<file path="config.mk">
export PLATFORM = sky130hd
export DESIGN_NAME = seg_xlat
export DESIGN_NICKNAME = d
export VERILOG_FILES = /design/src/rtl/seg_xlat_pkg.sv /design/src/rtl/seg_table.sv /design/src/rtl/seg_check.sv /design/src/rtl/seg_xlat.sv
export SDC_FILE = /design/constraint.sdc
export NUM_CORES = 1
export LEC_CHECK = 0
export BUFFER_PORTS_ARGS = -buffer_cell sky130_fd_sc_hd__buf_2
export CORE_AREA = 10 10 138 140
export DETAILED_ROUTE_END_ITERATION = 6
export DIE_AREA = 0 0 148 150
export PLACE_DENSITY = 0.77
export SLEW_MARGIN = 20
export SYNTH_ARGS = -nofsm -noshare
export SYNTH_HDL_FRONTEND = slang
export SYNTH_SLANG_ARGS = --single-unit
</file>
<file path="constraint.sdc">
create_clock -name clk -period 5 [get_ports clk]
set_clock_uncertainty 0.15 [all_clocks]
set_input_delay 0.5 -clock clk [delete_from_list [all_inputs] [get_ports clk]]
set_output_delay 0.5 -clock clk [all_outputs]
set_load 0.01 [all_outputs]
</file>
<file path="src/rtl/seg_xlat_pkg.sv">
package seg_xlat_pkg;
  typedef enum logic [1:0] {
    XERR_NONE  = 2'd0,
    XERR_LIMIT = 2'd1,
    XERR_PROT  = 2'd2,
    XERR_NOSEG = 2'd3
  } xerr_e;
endpackage

</file>
<file path="src/rtl/seg_table.sv">
module seg_table #(
  parameter int SEG_W    = 3,
  parameter int NUM_SEGS = 6,
  parameter int OFF_W    = 16,
  parameter int ADDR_W   = 16
) (
  input  logic              clk,
  input  logic              rst,
  input  logic              wr_en,
  input  logic [SEG_W-1:0]  wr_idx,
  input  logic              wr_present,
  input  logic              wr_ro,
  input  logic [OFF_W-1:0]  wr_limit,
  input  logic [ADDR_W-1:0] wr_base,
  input  logic [SEG_W-1:0]  rd_idx,
  output logic              rd_inrange,
  output logic              rd_present,
  output logic              rd_ro,
  output logic [OFF_W-1:0]  rd_limit,
  output logic [ADDR_W-1:0] rd_base
);
  localparam logic [SEG_W:0] SEG_LIM = (SEG_W+1)'(NUM_SEGS);

  logic [OFF_W-1:0]  limit_mem [NUM_SEGS];
  logic [ADDR_W-1:0] base_mem  [NUM_SEGS];
  logic              ro_mem    [NUM_SEGS];
  logic [NUM_SEGS-1:0] present_q;

  logic wr_ok;
  assign wr_ok = wr_en && ({1'b0, wr_idx} < SEG_LIM);

  // descriptor payload: no reset, RAM-style write port
  always_ff @(posedge clk) begin
    if (wr_ok) begin
      limit_mem[wr_idx] <= wr_limit;
      base_mem[wr_idx]  <= wr_base;
      ro_mem[wr_idx]    <= wr_ro;
    end
  end

  // present flags need a defined reset state
  always_ff @(posedge clk) begin
    if (rst) present_q <= '0;
    else if (wr_ok) present_q[wr_idx] <= wr_present;
  end

  // asynchronous read sees the pre-write contents in a write cycle
  always_comb begin
    rd_inrange = ({1'b0, rd_idx} < SEG_LIM);
    rd_present = 1'b0;
    rd_ro      = 1'b0;
    rd_limit   = '0;
    rd_base    = '0;
    if (rd_inrange) begin
      rd_present = present_q[rd_idx];
      rd_ro      = ro_mem[rd_idx];
      rd_limit   = limit_mem[rd_idx];
      rd_base    = base_mem[rd_idx];
    end
  end

  // after reset no descriptor is present
  assert_clear_R1: assert property (@(posedge clk) rst |=> present_q == '0);
endmodule

</file>
<file path="src/rtl/seg_check.sv">
module seg_check
  import seg_xlat_pkg::*;
#(
  parameter int OFF_W  = 16,
  parameter int ADDR_W = 16
) (
  input  logic              inrange,
  input  logic              present,
  input  logic              ro,
  input  logic [OFF_W-1:0]  limit,
  input  logic [ADDR_W-1:0] base,
  input  logic [OFF_W-1:0]  off,
  input  logic              wr,
  output xerr_e             err,
  output logic [ADDR_W-1:0] addr
);
  logic [ADDR_W-1:0] sum;
  assign sum = base + ADDR_W'(off);

  always_comb begin
    if (!inrange || !present) err = XERR_NOSEG;
    else if (off >= limit)    err = XERR_LIMIT;
    else if (wr && ro)        err = XERR_PROT;
    else                      err = XERR_NONE;
    addr = (err == XERR_NONE) ? sum : '0;
  end
endmodule

</file>
<file path="src/rtl/seg_xlat.sv">
module seg_xlat
  import seg_xlat_pkg::*;
#(
  parameter int SEG_W    = 3,
  parameter int NUM_SEGS = 6,
  parameter int OFF_W    = 16,
  parameter int ADDR_W   = 16
) (
  input  logic              clk,
  input  logic              rst,
  input  logic              cfg_we,
  input  logic [SEG_W-1:0]  cfg_idx,
  input  logic              cfg_present,
  input  logic              cfg_ro,
  input  logic [OFF_W-1:0]  cfg_limit,
  input  logic [ADDR_W-1:0] cfg_base,
  input  logic              req_vld,
  input  logic [SEG_W-1:0]  req_seg,
  input  logic [OFF_W-1:0]  req_off,
  input  logic              req_wr,
  output logic              rsp_vld,
  output logic [ADDR_W-1:0] rsp_addr,
  output logic [1:0]        rsp_err
);
  logic              t_inrange, t_present, t_ro;
  logic [OFF_W-1:0]  t_limit;
  logic [ADDR_W-1:0] t_base;
  xerr_e             c_err;
  logic [ADDR_W-1:0] c_addr;

  seg_table #(.SEG_W(SEG_W), .NUM_SEGS(NUM_SEGS), .OFF_W(OFF_W), .ADDR_W(ADDR_W)) u_table (
    .clk(clk), .rst(rst),
    .wr_en(cfg_we), .wr_idx(cfg_idx), .wr_present(cfg_present), .wr_ro(cfg_ro),
    .wr_limit(cfg_limit), .wr_base(cfg_base),
    .rd_idx(req_seg), .rd_inrange(t_inrange), .rd_present(t_present), .rd_ro(t_ro),
    .rd_limit(t_limit), .rd_base(t_base)
  );

  seg_check #(.OFF_W(OFF_W), .ADDR_W(ADDR_W)) u_check (
    .inrange(t_inrange), .present(t_present), .ro(t_ro), .limit(t_limit),
    .base(t_base), .off(req_off), .wr(req_wr), .err(c_err), .addr(c_addr)
  );

  always_ff @(posedge clk) begin
    if (rst) begin
      rsp_vld  <= 1'b0;
      rsp_addr <= '0;
      rsp_err  <= XERR_NONE;
    end else begin
      rsp_vld  <= req_vld;
      rsp_addr <= req_vld ? c_addr : '0;
      rsp_err  <= req_vld ? c_err  : XERR_NONE;
    end
  end

  assert_latency_R2: assert property (@(posedge clk) disable iff (rst)
    req_vld |=> rsp_vld);
  assert_idle_R9: assert property (@(posedge clk) disable iff (rst)
    !req_vld |=> (!rsp_vld && rsp_err == 2'd0 && rsp_addr == '0));
  assert_noaddr_R9: assert property (@(posedge clk) disable iff (rst)
    (rsp_err != 2'd0) |-> (rsp_addr == '0));
  assert_noseg_R5: assert property (@(posedge clk) disable iff (rst)
    (req_vld && !t_inrange) |=> (rsp_err == 2'd3));
  assert_limit_R4: assert property (@(posedge clk) disable iff (rst)
    (req_vld && t_inrange && t_present && req_off >= t_limit) |=> (rsp_err == 2'd1));
  assert_prot_R7: assert property (@(posedge clk) disable iff (rst)
    (req_vld && req_wr && t_inrange && t_present && t_ro && req_off < t_limit)
      |=> (rsp_err == 2'd2));
endmodule

</file>
# Yosys cells after proc, flatten, opt, wreduce, memory -nomap -nowiden
# Memory sizes are Yosys's and may differ from the RTL's.
# Cells that the tools add are included.
# word_totals
ff_bits	25
ram_bits	198
inputBits	61
output_inout_bits	19
word_cells	39
n_memories	3
# mem_list
name	depth	width	rd	rd_clocked_by_memory_dff	write_ports	line_no	text
u_table.base_mem	6	16	1	0	1	seg_table.sv:25	logic [ADDR_W-1:0] base_mem [NUM_SEGS];
u_table.limit_mem	6	16	1	0	1	seg_table.sv:24	logic [OFF_W-1:0] limit_mem [NUM_SEGS];
u_table.ro_mem	6	1	1	0	1	seg_table.sv:26	logic ro_mem [NUM_SEGS];
# op_classes
n_addsub	1
order_cmp	6
muxes	14
n_bitwise	2
reduce_logical	9
# ops
op	count
two-way mux 16 bit	2
adder 16 bit	1
greater-or-equal comparator 16 bit	1
< comparator 3 x 4 -> 1 bit, second input constant	2
bitwise mux 6 bit	1
< comparator 3 bit, second input constant	2
two-way mux 1 bit	6
two-way mux 2 bit	3
binary-select mux 1 bit (select 3 bit)	1
demux 1 bit (select 3 bit)	1
greater-or-equal comparator 3 x 1 -> 1 bit, second input constant	1
logical AND 1 bit	3
OR reduction 3 bit	1
zero test 1 bit	2
zero test 2 bit	1
inverter 1 bit	2
OR reduction 2 bit	1
logical OR 1 bit	1

# Logic depth before layout (Yosys ltp)
# logic_depth
ltp_word	9
ltp_mapped	15
depth_no_buf	12

# Modules after synthesis
# From an unflattened synthesis, not the netlist that was laid out.
# hier_totals
hier_cells	637
hier_area_um2	9770.6
# by_module_without_submodules
module	instances	cells_per_inst	area_per_inst_um2
seg_table	1	420	7912.6
seg_check	1	177	1295.0
seg_xlat	1	40	563.0

# Least setup slack after synthesis
# Ideal clock, no wire load.
# synth_path
path_type	in2reg
startpoint	input cfg_idx[1]
endpoint	register u_table.present_q[0]
setup_ns	0.117
arrival_time_ns	3.414
required_ns	4.733
setup_slack_ns	1.320
cell_stages	4
path_buffers	0
path_cell_list	nand2b_1 > nor3_1 > mux2i_1 > nor2_1
# synth_via
elab_chain_len	5
elab_cells_between_ends	8
cone_classes	3 x order compare; 3 x mux; 2 x reduce/logical
# synth_lines
element	line_no	text
start, declared	seg_xlat.sv:12	input logic [SEG_W-1:0] cfg_idx,
< comparator 3 x 4 -> 1 bit (implied by the code) or greater-or-equal comparator 3 x 1 -> 1 bit (tied branches)	seg_table.sv:44	else if (wr_ok) present_q[wr_idx] <= wr_present;
logical AND 1 bit (implied by the code)	seg_table.sv:44	
two-way mux 1 bit (implied by the code)	seg_table.sv:44	
demux 1 bit (select 3 bit)	n/a	
bitwise mux 6 bit	seg_table.sv:44	
end signal, assigned by index	seg_table.sv:44	
end, declared	seg_table.sv:27	logic [NUM_SEGS-1:0] present_q;
# Parallel ways exist; a longest one is shown, timed or not.
# A chain may end at the register's enable or synchronous reset.

# Worst setup path after layout
# layout_path
startpoint	input req_seg[0]
endpoint	register rsp_addr[9]
# layout_via
elab_chain_len	9
elab_cells_between_ends	22
cone_classes	1 x add/sub; 2 x order compare; 9 x mux; 1 x bitwise; 6 x reduce/logical; 3 x memory
# layout_lines
element	line_no	text
start, declared	seg_xlat.sv:18	input logic [SEG_W-1:0] req_seg,
branches (longest 9 deep; another with memory read (6 x 16 bit))	n/a	
end signal, assigned	seg_xlat.sv:51	rsp_addr <= req_vld ? c_addr : '0;
end, declared	seg_xlat.sv:22	output logic [ADDR_W-1:0] rsp_addr,
# Several ways; the timed one is not identified. The select of a mux whose other input is x is not followed.

==> flow_metrics.env <==
export IMPL_clock_sink_count=223
export IMPL_ant_nets=0
export IMPL_die_height_microns=150
export IMPL_chipWidth_microns=148
export IMPL_post_cts_hold_buffer_count=0
export IMPL_slew_limit_headroom_pct=28.6
export IMPL_first_global_vias=5736
export IMPL_unrepaired_setup_endpoints_after_global_routing="false"
export IMPL_route_final_wire_length_microns=20200
export IMPL_cp_data_required_time_ns=5.24
export IMPL_syn_avg_cell_area_sq_um=16.2
export IMPL_clk_transition_reported_paths_ns=0.06
export IMPL_initial_utilization_pct=57.3
export IMPL_postCtsSetupBuffers=0
export IMPL_grt_overflow_total=0
export IMPL_ys_types=48
export IMPL_clock_tree_root_cell="sky130_fd_sc_hd__clkbuf_16"
export IMPL_period_needed_ns=3.66
export IMPL_pwr_density_cell_nw_per_um2=376
export IMPL_synthArstFlopShare_pct=0
export IMPL_fp_coreArea_sq_um=16300
export IMPL_timing_critical_path_arrival_ns=3.90
export IMPL_port_buffers=79
export IMPL_cts_repair_resize_count=0
export IMPL_num_rows=47
export IMPL_place_gp_congestion=0.903
export IMPL_leading_post_synthesis_cells_by_cell_area="sky130_fd_sc_hd__edfxtp_1 (63%), sky130_fd_sc_hd__mux4_2 (8.2%), sky130_fd_sc_hd__dfxtp_1 (5.3%)"
export IMPL_postSynthNetCount=672
export IMPL_yosysWarningCount=0
export IMPL_syn_area_sq_um=9370
export IMPL_synth_edff_count=198
export IMPL_worst_ir_drop_vdd_uv=301
export IMPL_max_cap_check_violation_count=0
export IMPL_detailroute_via_count=5394
export IMPL_seq_area_frac_synth_pct=68.8
export IMPL_cts_buffer_count=23
export IMPL_post_drt_wl_per_cell_microns=22.1
export IMPL_worst_setup_path_type="in -> reg"
export IMPL_yosys_register_bits=223
export IMPL_drt_pass1_iter_count=7
export IMPL_clk_latency_ns=0.51
export IMPL_power_leakage_uw=0.00394
export IMPL_dp_hpwl_microns=13300
export IMPL_r2r_end="rsp_addr[9]"
export IMPL_h_tree_depth=1
export IMPL_cp_start_kind="input port"
export IMPL_period_share_pct=73.2
export IMPL_dr_drc_count=0
export IMPL_worstHoldPathType="in -> reg"
export IMPL_grt_antenna_before_repair=1
export IMPL_design_portCount=80
export IMPL_maxSlewViolCount=0
export IMPL_dominantRegCellSynth="sky130_fd_sc_hd__edfxtp_1"
export IMPL_post_synth_top_area_cell="sky130_fd_sc_hd__edfxtp_1"
export IMPL_total_grt_usage_pct=18.2
export IMPL_worst_setup_path_endpoint="rsp_addr[9]"
export IMPL_post_synth_top_area_fraction_pct=63.5
export IMPL_fmax_mhz=273
export IMPL_final_cell_mix="sky130_fd_sc_hd__edfxtp_1 (198), sky130_fd_sc_hd__buf_2 (78), sky130_fd_sc_hd__mux2i_1 (37), sky130_fd_sc_hd__a21oi_1 (37), sky130_fd_sc_hd__nor2_1 (36)"
export IMPL_num_antenna_cells=0
export IMPL_flow_area_growth_from_synthesis_pct=15.2
export IMPL_die_ar_sq_um=22200
export IMPL_max_slew_worst_pin_slew_ns=1.07
export IMPL_run_status="finished clean"
export IMPL_drt_iter0_markers=473
export IMPL_commonest_non_fill_non_tap_cell_in_the_layout="sky130_fd_sc_hd__edfxtp_1"
export IMPL_ff2ff_path_depth=9
export IMPL_r2r_start="u_table.limit_mem[3][9]"
export IMPL_worstSetupEndpointType="flip-flop"
export IMPL_cts_tree="built"
export IMPL_max_clock_path_buffers=3
export IMPL_setup_reg_to_reg_worst_slack_ns=1.66
export IMPL_critical_path_max_fanout=35
export IMPL_report_final_hold_viol_count=0
export IMPL_largest_net_degree_at_the_start_of_global_routing=37
export IMPL_totalPowerFinal_uw=4060
export IMPL_timing_setup_tns_ns=0
export IMPL_proportion_of_layout_cells_with_a_drive_suffix_above_1_pct=25.5
export IMPL_wire_length_of_the_first_global_routing_pass_microns=31400
export IMPL_finalSetupViolations=0
export IMPL_netlist_instances=579
export IMPL_setup_worst_path_start="req_seg[0]"
export IMPL_viasPerCell=5.91
export IMPL_fin_nets=769
==> critical path, stage by stage <==
cell	delay, ns
sky130_fd_sc_hd__buf_4	0.52
sky130_fd_sc_hd__buf_4	0.33
sky130_fd_sc_hd__mux4_2	0.52
sky130_fd_sc_hd__a21oi_1	0.23
sky130_fd_sc_hd__ha_1	0.27
sky130_fd_sc_hd__a211oi_1	0.19
sky130_fd_sc_hd__o21ai_0	0.18
sky130_fd_sc_hd__a211oi_4	0.38
sky130_fd_sc_hd__nand4_4	0.35
sky130_fd_sc_hd__nor4_1	0.41
==> where the power goes <==
group          switching, uW  internal, uW  total [uW]
sequential              13.3          2080        2100
combinational            218           151         369
clock                    675           916        1590
==> kinds of logic (layout without fill, tap and decap cells) <==
logic type	count (synthesis)	in the layout	synth area share, %
DFF	223	223	68.8
and+or+nand+nor	110	110	5.64
AOI/OAI and AO/OA	102	102	6.88
muxes	71	71	12.1
buffers and inverters	36	150	1.74
adders and majority gates	32	32	4.35
xor gates and xnor gates	5	5	0.467
==> layout make-up <==
class                      count  area (sq um)
sequential                   223          6450
tap                          220           275
clock buffer                  29           608
clock inverter                13          98.8
multi-input combinational    320          2800
inverter                      13          48.8
fill                        1141          5550
timing repair buffer          95           518
==> metal layers <==
metal	up-vias	routed length, microns	track usage [%]
met5	-	13	0
met4	2	483	5.05
met2	200	9800	30.2
met1	2690	8520	24.0
li1	2465	-	-
met3	37	1400	3.74
==> flip-flops by register name (all words and copies together), names as in the netlist <==
signal,count
u_table.base_mem,96
u_table.limit_mem,96
rsp_addr,16
u_table.present_q,6
u_table.ro_mem,6
rsp_err,2
rsp_vld,1
==> cell usage after synthesis, drive strengths merged (2+ instances only) <==
cell type / number
a211oi: 7
xnor2: 3
mux2i: 37
a311oi: 2
nor2: 39
buf: 10
nor3: 14
and3: 3
nand4: 4
clkbuf: 13
o21ai: 29
nand3: 6
a21oi: 37
dfxtp: 25
xor2: 2
nand2b: 5
o31a: 2
o21a: 6
o31ai: 3
nand2: 30
edfxtp: 198
mux4: 34
nor4: 2
nor2b: 3
ha: 31
inv: 12
a21o: 9
==> how the worst min path moves through the flow <==
stage	cells past startpoint	to	start
2_1_floorplan	2	u_table.present_q[3]	u_table.present_q[3]
3_3_place_gp	2	u_table.present_q[4]	u_table.present_q[4]
3_5_place_dp	2	u_table.present_q[1]	u_table.present_q[1]
4_1_cts	1	u_table.limit_mem[3][3]	cfg_limit[3]
5_1_grt	1	u_table.base_mem[3][4]	cfg_base[4]
6_report	1	u_table.base_mem[2][4]	cfg_base[4]
==> through the flow <==
stage                     util (%)  area (sq um)  setup slack (ns)  hold slack, ns  std cells
after CTS                     66.0         10800              1.30          0.0602        913
after global placement        61.7         10100             0.885           0.317        871
final                         66.0         10800              1.34          0.0811        913
after global routing          66.0         10800              1.05          0.0645        913
after floorplan                  -          9370              1.32           0.294        579
after detailed placement      61.7         10100             0.775           0.319        871
(Power assumes the default switching activity.)
